### config.mk
export PLATFORM = sky130hd
export DESIGN_NAME = dct8_engine
export DESIGN_NICKNAME = d
export VERILOG_FILES = /design/src/rtl/dct8_pkg.sv /design/src/rtl/dct8_seq.sv /design/src/rtl/dct8_lane.sv /design/src/rtl/dct8_engine.sv
export SDC_FILE = /design/constraint.sdc
export NUM_CORES = 1
export LEC_CHECK = 0
export CORE_MARGIN = 1
export CORE_UTILIZATION = 40
export CTS_CLUSTER_SIZE = 10
export DETAILED_ROUTE_END_ITERATION = 10
export SLEW_MARGIN = 20
export SYNTH_ARGS = -nofsm -noshare
export SYNTH_HDL_FRONTEND = slang
export SYNTH_SLANG_ARGS = --single-unit
### constraint.sdc
create_clock -name clk -period 12.3 [get_ports clk]
set_input_delay 3.69 -clock clk [delete_from_list [all_inputs] [get_ports clk]]
set_output_delay 3.69 -clock clk [all_outputs]
set_load 0.005 [all_outputs]
### src/rtl/dct8_pkg.sv
package dct8_pkg;
   // Signed coefficient applied to pair p for output k (even k: sums, odd k: differences)
   function automatic int lane_coef(input int k, input int p,
                                    input int a, input int b, input int c, input int d,
                                    input int e, input int f, input int g);
      case (k)
         0: return a;
         1: case (p) 0: return d; 1: return e; 2: return f; default: return g; endcase
         2: case (p) 0: return b; 1: return c; 2: return -c; default: return -b; endcase
         3: case (p) 0: return e; 1: return -g; 2: return -d; default: return -f; endcase
         4: case (p) 0: return a; 1: return -a; 2: return -a; default: return a; endcase
         5: case (p) 0: return f; 1: return -d; 2: return g; default: return e; endcase
         6: case (p) 0: return c; 1: return -b; 2: return b; default: return -c; endcase
         default: case (p) 0: return g; 1: return -f; 2: return e; default: return -d; endcase
      endcase
   endfunction
endpackage

### src/rtl/dct8_seq.sv
module dct8_seq (
   input  logic       clk,
   input  logic       rst_n,
   input  logic       start,
   output logic       busy,
   output logic       clr,
   output logic       rd,
   output logic       wr,
   output logic       seed_ld,
   output logic       acc_en,
   output logic [1:0] pair,
   output logic [2:0] addr,
   output logic       done
);
   localparam int SW = 5;
   localparam logic [SW-1:0] S_RD_LAST  = SW'(8);
   localparam logic [SW-1:0] S_MAC_LAST = SW'(9);
   localparam logic [SW-1:0] S_WR_FIRST = SW'(10);
   localparam logic [SW-1:0] S_LAST     = SW'(17);

   logic [SW-1:0] s;
   logic [2:0]    i3;
   logic [2:0]    rd_addr;
   logic [2:0]    wr_addr;

   always_ff @(posedge clk) begin
      if (!rst_n) begin
         s    <= '0;
         done <= 1'b0;
      end else begin
         done <= (s == S_LAST);
         if (s == '0) begin
            if (start) s <= SW'(1);
         end else if (s == S_LAST) begin
            s <= '0;
         end else begin
            s <= s + SW'(1);
         end
      end
   end

   assign busy    = (s != '0);
   assign clr     = start && (s == '0);
   assign rd      = (s != '0) && (s <= S_RD_LAST);
   assign seed_ld = (s >= SW'(2)) && (s <= S_RD_LAST) && !s[0];
   assign acc_en  = (s >= SW'(3)) && (s <= S_MAC_LAST) && s[0];
   assign wr      = (s >= S_WR_FIRST) && (s <= S_LAST);
   assign pair    = s[2:1] - 2'd1;
   assign i3      = s[2:0] - 3'd1;
   assign rd_addr = i3[0] ? ~{1'b0, i3[2:1]} : {1'b0, i3[2:1]};
   assign wr_addr = s[2:0] - 3'd2;
   assign addr    = wr ? wr_addr : rd_addr;

   a_r8_no_overlap: assert property (@(posedge clk) disable iff (!rst_n) !(rd && wr));
   a_r2_first_read: assert property (@(posedge clk) disable iff (!rst_n)
      (start && !busy) |=> (rd && addr == 3'd0));
   a_r3_ignore_busy: assert property (@(posedge clk) disable iff (!rst_n)
      (start && busy && s != S_LAST) |=> (s == $past(s) + SW'(1)));
   a_r8_wr_order: assert property (@(posedge clk) disable iff (!rst_n)
      (wr && addr != 3'd7) |=> (wr && addr == $past(addr) + 3'd1));
   a_r9_done_after_last: assert property (@(posedge clk) disable iff (!rst_n)
      done |-> ($past(wr) && $past(addr) == 3'd7 && !wr));
endmodule

### src/rtl/dct8_lane.sv
module dct8_lane #(
   parameter int OW        = 17,
   parameter int AW        = 20,
   parameter int CW        = 8,
   parameter bit SHIFT_ADD = 1'b1,
   parameter int K0        = 0,
   parameter int K1        = 0,
   parameter int K2        = 0,
   parameter int K3        = 0
) (
   input  logic                 clk,
   input  logic                 rst_n,
   input  logic                 clr,
   input  logic                 en,
   input  logic [1:0]           pair,
   input  logic signed [OW-1:0] opnd,
   output logic signed [AW-1:0] acc
);
   function automatic logic signed [AW-1:0] shadd(input logic signed [OW-1:0] x, input int c);
      logic signed [AW-1:0] xe;
      logic signed [AW-1:0] r;
      int m;
      xe = AW'(x);
      r  = '0;
      m  = (c < 0) ? -c : c;
      for (int b = 0; b < CW; b++)
         if (m[b]) r = r + (xe <<< b);
      return (c < 0) ? -r : r;
   endfunction

   logic signed [AW-1:0] prod;

   generate
      if (SHIFT_ADD) begin : g_shift_add
         logic signed [AW-1:0] pp [4];
         assign pp[0] = shadd(opnd, K0);
         assign pp[1] = shadd(opnd, K1);
         assign pp[2] = shadd(opnd, K2);
         assign pp[3] = shadd(opnd, K3);
         assign prod  = pp[pair];
      end else begin : g_multiply
         logic signed [CW-1:0] cf;
         logic signed [AW-1:0] ox;
         logic signed [AW-1:0] cx;
         always_comb begin
            case (pair)
               2'd0:    cf = CW'(K0);
               2'd1:    cf = CW'(K1);
               2'd2:    cf = CW'(K2);
               default: cf = CW'(K3);
            endcase
         end
         assign ox   = AW'(opnd);
         assign cx   = AW'(cf);
         assign prod = ox * cx;
      end
   endgenerate

   always_ff @(posedge clk) begin
      if (!rst_n)   acc <= '0;
      else if (clr) acc <= '0;
      else if (en)  acc <= acc + prod;
   end

   a_r10_clear: assert property (@(posedge clk) disable iff (!rst_n) clr |=> (acc == '0));
endmodule

### src/rtl/dct8_engine.sv
module dct8_engine
   import dct8_pkg::*;
#(
   parameter int DW        = 16,
   parameter int AW        = 20,
   parameter int FRAC      = 7,
   parameter int CW        = 8,
   parameter int BANK_W    = 3,
   parameter bit SHIFT_ADD = 1'b1,
   parameter int COEF_A    = 45,
   parameter int COEF_B    = 59,
   parameter int COEF_C    = 24,
   parameter int COEF_D    = 63,
   parameter int COEF_E    = 53,
   parameter int COEF_F    = 36,
   parameter int COEF_G    = 12
) (
   input  logic              clk,
   input  logic              rst_n,
   input  logic              start,
   input  logic [BANK_W-1:0] vec_sel,
   output logic              done,
   output logic [BANK_W-1:0] mem_bank,
   output logic              mem_rd,
   output logic              mem_wr,
   output logic [2:0]        mem_addr,
   output logic [DW-1:0]     mem_wdata,
   input  logic [DW-1:0]     mem_rdata
);
   localparam int NPT = 8;
   localparam int OW  = DW + 1;
   localparam logic signed [AW-1:0] HALF = AW'(1) <<< (FRAC - 1);

   generate
      if (AW < OW + 1)            begin : g_chk_aw   $error("accumulator narrower than operand"); end
      if (FRAC < 1 || FRAC >= AW) begin : g_chk_frac $error("fraction out of range"); end
      if (CW < 2 || CW > 16)      begin : g_chk_cw   $error("coefficient width out of range"); end
   endgenerate

   logic       busy, clr, seed_ld, acc_en;
   logic [1:0] pair;

   dct8_seq u_seq (
      .clk(clk), .rst_n(rst_n), .start(start), .busy(busy), .clr(clr),
      .rd(mem_rd), .wr(mem_wr), .seed_ld(seed_ld), .acc_en(acc_en),
      .pair(pair), .addr(mem_addr), .done(done)
   );

   logic signed [DW-1:0] seed;
   logic signed [OW-1:0] sum_w, dif_w;

   always_ff @(posedge clk) begin
      if (!rst_n) begin
         seed     <= '0;
         mem_bank <= '0;
      end else begin
         if (seed_ld) seed <= mem_rdata;
         if (clr)     mem_bank <= vec_sel;
      end
   end

   assign sum_w = OW'(seed) + OW'($signed(mem_rdata));
   assign dif_w = OW'(seed) - OW'($signed(mem_rdata));

   logic signed [AW-1:0] acc_all [NPT];

   for (genvar k = 0; k < NPT; k++) begin : g_lane
      localparam int C0 = lane_coef(k, 0, COEF_A, COEF_B, COEF_C, COEF_D, COEF_E, COEF_F, COEF_G);
      localparam int C1 = lane_coef(k, 1, COEF_A, COEF_B, COEF_C, COEF_D, COEF_E, COEF_F, COEF_G);
      localparam int C2 = lane_coef(k, 2, COEF_A, COEF_B, COEF_C, COEF_D, COEF_E, COEF_F, COEF_G);
      localparam int C3 = lane_coef(k, 3, COEF_A, COEF_B, COEF_C, COEF_D, COEF_E, COEF_F, COEF_G);
      logic signed [OW-1:0] opnd;
      if (k % 2 == 0) begin : g_even
         assign opnd = sum_w;
      end else begin : g_odd
         assign opnd = dif_w;
      end
      dct8_lane #(
         .OW(OW), .AW(AW), .CW(CW), .SHIFT_ADD(SHIFT_ADD),
         .K0(C0), .K1(C1), .K2(C2), .K3(C3)
      ) u_lane (
         .clk(clk), .rst_n(rst_n), .clr(clr), .en(acc_en), .pair(pair),
         .opnd(opnd), .acc(acc_all[k])
      );
   end

   logic signed [AW-1:0] rsum;
   assign rsum      = acc_all[mem_addr] + HALF;
   assign mem_wdata = DW'(rsum >>> FRAC);

   a_r4_bank_hold: assert property (@(posedge clk) disable iff (!rst_n)
      busy |=> (!busy || $stable(mem_bank)));
   a_r1_quiet_idle: assert property (@(posedge clk) disable iff (!rst_n)
      (!busy && !start) |=> (!mem_rd && !mem_wr));
endmodule

==> results_dict.tcl <==
set metrics [dict create \
    crit_path_end_kind "flop" \
    met3WireLength_um 4720 \
    least_margin_pin_slew_ns 1.04 \
    cp.required_ns 12.73 \
    yosysSeqAreaShare_pct 12.6 \
    drive_gt1_share_pct 7.88 \
    cts.root.buffer_cell "clkbuf_16" \
    design.core.area_sq_um 72000 \
    via_count_of_the_first_global_routing_pass 25811 \
    async_flop_share_pct 0 \
    cp_max_fo 6 \
    worst_setup_hold_path_clk_slew_ns 0.09 \
    synth-edff-count 0 \
    starting_density_of_the_core_pct 40.8 \
    r2r_start "seed[0]" \
    finalNetCount 4379 \
    hold_path_class "reg -> reg" \
    dieHeight_um 273 \
    status "completed" \
    synth_area_per_cell_sq_um 7.52 \
    via_per_inst 5.63 \
    fp.dieArea_sq_um 74400 \
    crit_end "g_lane[7].u_lane.acc[19]" \
    route.detailed.wl_per_inst_um 18.8 \
    stdcell_area_sq_um 31900 \
    finalMaxSlewViolations 0 \
    critical_path.startpoint "mem_rdata[0]" \
    tritoncts_sink_count 185 \
    clock_latency_ns 0.49 \
    crit_arrival_ns 12.15 \
    routedLengthMet1_um 44600 \
    synth_flop_cell "dfxtp_1" \
    route.vias.total 27476 \
    place_congestion 0.935 \
    h-tree-depth 4 \
    grt_usage_pct 24.5 \
    timing.setup.critical_path_class "in -> reg" \
    crit_path_max_incr_delay_ns 0.58 \
    drt-pass1-iter-count 7 \
    finalHoldViolations 0 \
    number_of_antenna_violations_at_the_first_check_in_global_routing 2 \
    drt_drc_violations_left 0 \
    maxUsedRoutingLayer "met4" \
    grt_residual_overflow 0 \
    mostFrequentLayoutCell "nand2_1" \
    num_rows 98 \
    finalWorstPathRequiredPeriod_ns 11.72 \
    grt_pass1_wl_um 144000 \
    achievable-frequency_mhz 85.3 \
    mappedNetlistNets 4363 \
    routed-wl-met2_um 39700 \
    cts-buffers-inserted 17 \
    setup_viol_count_final 0 \
    rrSetupSlack_ns 3.87 \
    io_pins 47 \
    final_min_period_over_clock_period_pct 95.3 \
    setup_total_negative_slack_ns 0 \
    timing.max_cap.violations 0 \
    synth_area_sq_um 29300 \
    cts.repair_timing.setup_buffer_count 0 \
    mostFrequentLayoutCells "535 x nand2_1, 360 x a21oi_1, 331 x ha_1, 288 x nor2_1, 278 x inv_1" \
    detailed_place_hpwl_um 73700 \
    hold_ws_ns 0.459 \
    drt_wl_total_um 91700 \
    worst_path_max_delay_cell "fa_1" \
    syn2layout_area_growth_pct 8.85 \
    yosysWarnings 0 \
    cts_tree "yes" \
    cts_buffer_depth 2 \
    reg2reg_to "g_lane[7].u_lane.acc[19]" \
    post_synth_num_cell_types 101 \
    chipWidth_um 273 \
    worstRegToRegCells 35 \
    cp-start-kind "primary input" \
    synthesis.instances 3903 \
    port_buffers 46 \
    postLayoutCoreUtil_pct 44.4 \
    final.setup_skew_ns 0.0249 \
    slew-limit-headroom_pct 30.4 \
    synth_seq_cells 185 \
    rsz_0062_raised_after_global_routing "no" \
    dr.first_iter.drc_count 2118 \
    placed_area_sq_um 31300 \
    grt_start_max_net_pins 88 \
    route.antenna.remaining_nets 0 \
    critical_path.most_common_cell "fa_1" \
]
==> registers in the layout (all words and copies together) (netlist names) <==
name               count
g_lane.u_lane.acc    160
seed                  16
u_seq.s                5
mem_bank               3
u_seq.done             1
==> cell type report <==
| class | instances | area [sq um] |
|---|---|---|
| fill | 7304 | 40000 |
| multi-input combinational | 3241 | 23900 |
| sequential | 185 | 3710 |
| timing repair buffer | 178 | 1450 |
| tap | 950 | 1190 |
| inverter | 296 | 1110 |
| clock buffer | 17 | 425 |
| clock inverter | 15 | 188 |
| antenna | 1 | 2.50 |
==> layer usage <==
layer / track usage (%) / vias up
met2: 38.1 / 699
met4: 7.89 / 0
li1: - / 13752
met1: 35.5 / 12923
met5: 0 / -
met3: 2.06 / 102
==> cells by family after synthesis <==
kind of cell | Yosys count | synth area share (%)
AOI/OAI and AO/OA | 1017 | 22.2
adders and majority gates | 443 | 21.6
DFF | 185 | 12.6
xor gates and xnor gates | 377 | 11.4
buffers and inverters | 477 | 6.34
and+or+nand+nor | 1320 | 20.6
muxes | 84 | 5.23
==> cell usage after synthesis, types with 27 or more instances <==
cell,count,share of area [%]
nand3_1,105,1.8
a211oi_1,41,1.0
fa_1,106,7.2
o21bai_1,53,1.4
nor2b_1,37,0.79
a21o_1,86,2.2
o211ai_1,34,0.87
or3_1,40,0.85
mux4_2,55,4.2
inv_1,279,3.6
nand2b_1,31,0.66
and3_1,41,0.87
nand2_1,536,6.9
dfxtp_1,185,13
xor2_1,110,3.3
xnor2_1,264,7.9
o21ai_0,170,2.9
clkbuf_1,133,1.7
a31oi_1,32,0.68
and2_1,27,0.58
a21oi_1,362,6.2
nor2_1,289,3.7
ha_1,332,14
nor3_1,108,1.8
==> worst min-delay path by stage <==
stage	start	to	slack, ns	cells past startpoint
after floorplan	g_lane[0].u_lane.acc[3]	g_lane[0].u_lane.acc[3]	0.44	2
after global placement	g_lane[4].u_lane.acc[4]	g_lane[4].u_lane.acc[4]	0.45	2
after CTS	g_lane[0].u_lane.acc[4]	g_lane[0].u_lane.acc[4]	0.46	2
final	g_lane[0].u_lane.acc[4]	g_lane[0].u_lane.acc[4]	0.46	2
after detailed placement	g_lane[4].u_lane.acc[4]	g_lane[4].u_lane.acc[4]	0.45	2
after global routing	g_lane[1].u_lane.acc[2]	g_lane[1].u_lane.acc[2]	0.48	2
==> critical path: cells and delay by family <==
family,cells,cell delay [ns]
buf+inv,5,0.83
simple gates,7,1.62
mux,3,0.87
fa+ha+maj,7,2.83
compound gates,11,2.02
xor+xnor,2,0.30
==> metrics by stage <==
| step | instances | setup WS (ns) |
|---|---|---|
| after global routing | 4882 | 0.0119 |
| after CTS | 4882 | 0.574 |
| after detailed placement | 4850 | 0.0527 |
| final | 4883 | 0.583 |
| after floorplan | 3903 | 0.726 |
| after global placement | 4850 | 0.198 |
==> what timing repair did <==
action / CTS / global route
hold buffers: 0 / 0
gates resized for setup: 0 / 3
endpoints found under the setup margin: 0 / 2
Power is not shown: default switching activity piles up to over one toggle a cycle in this logic, so the estimate is an artifact.
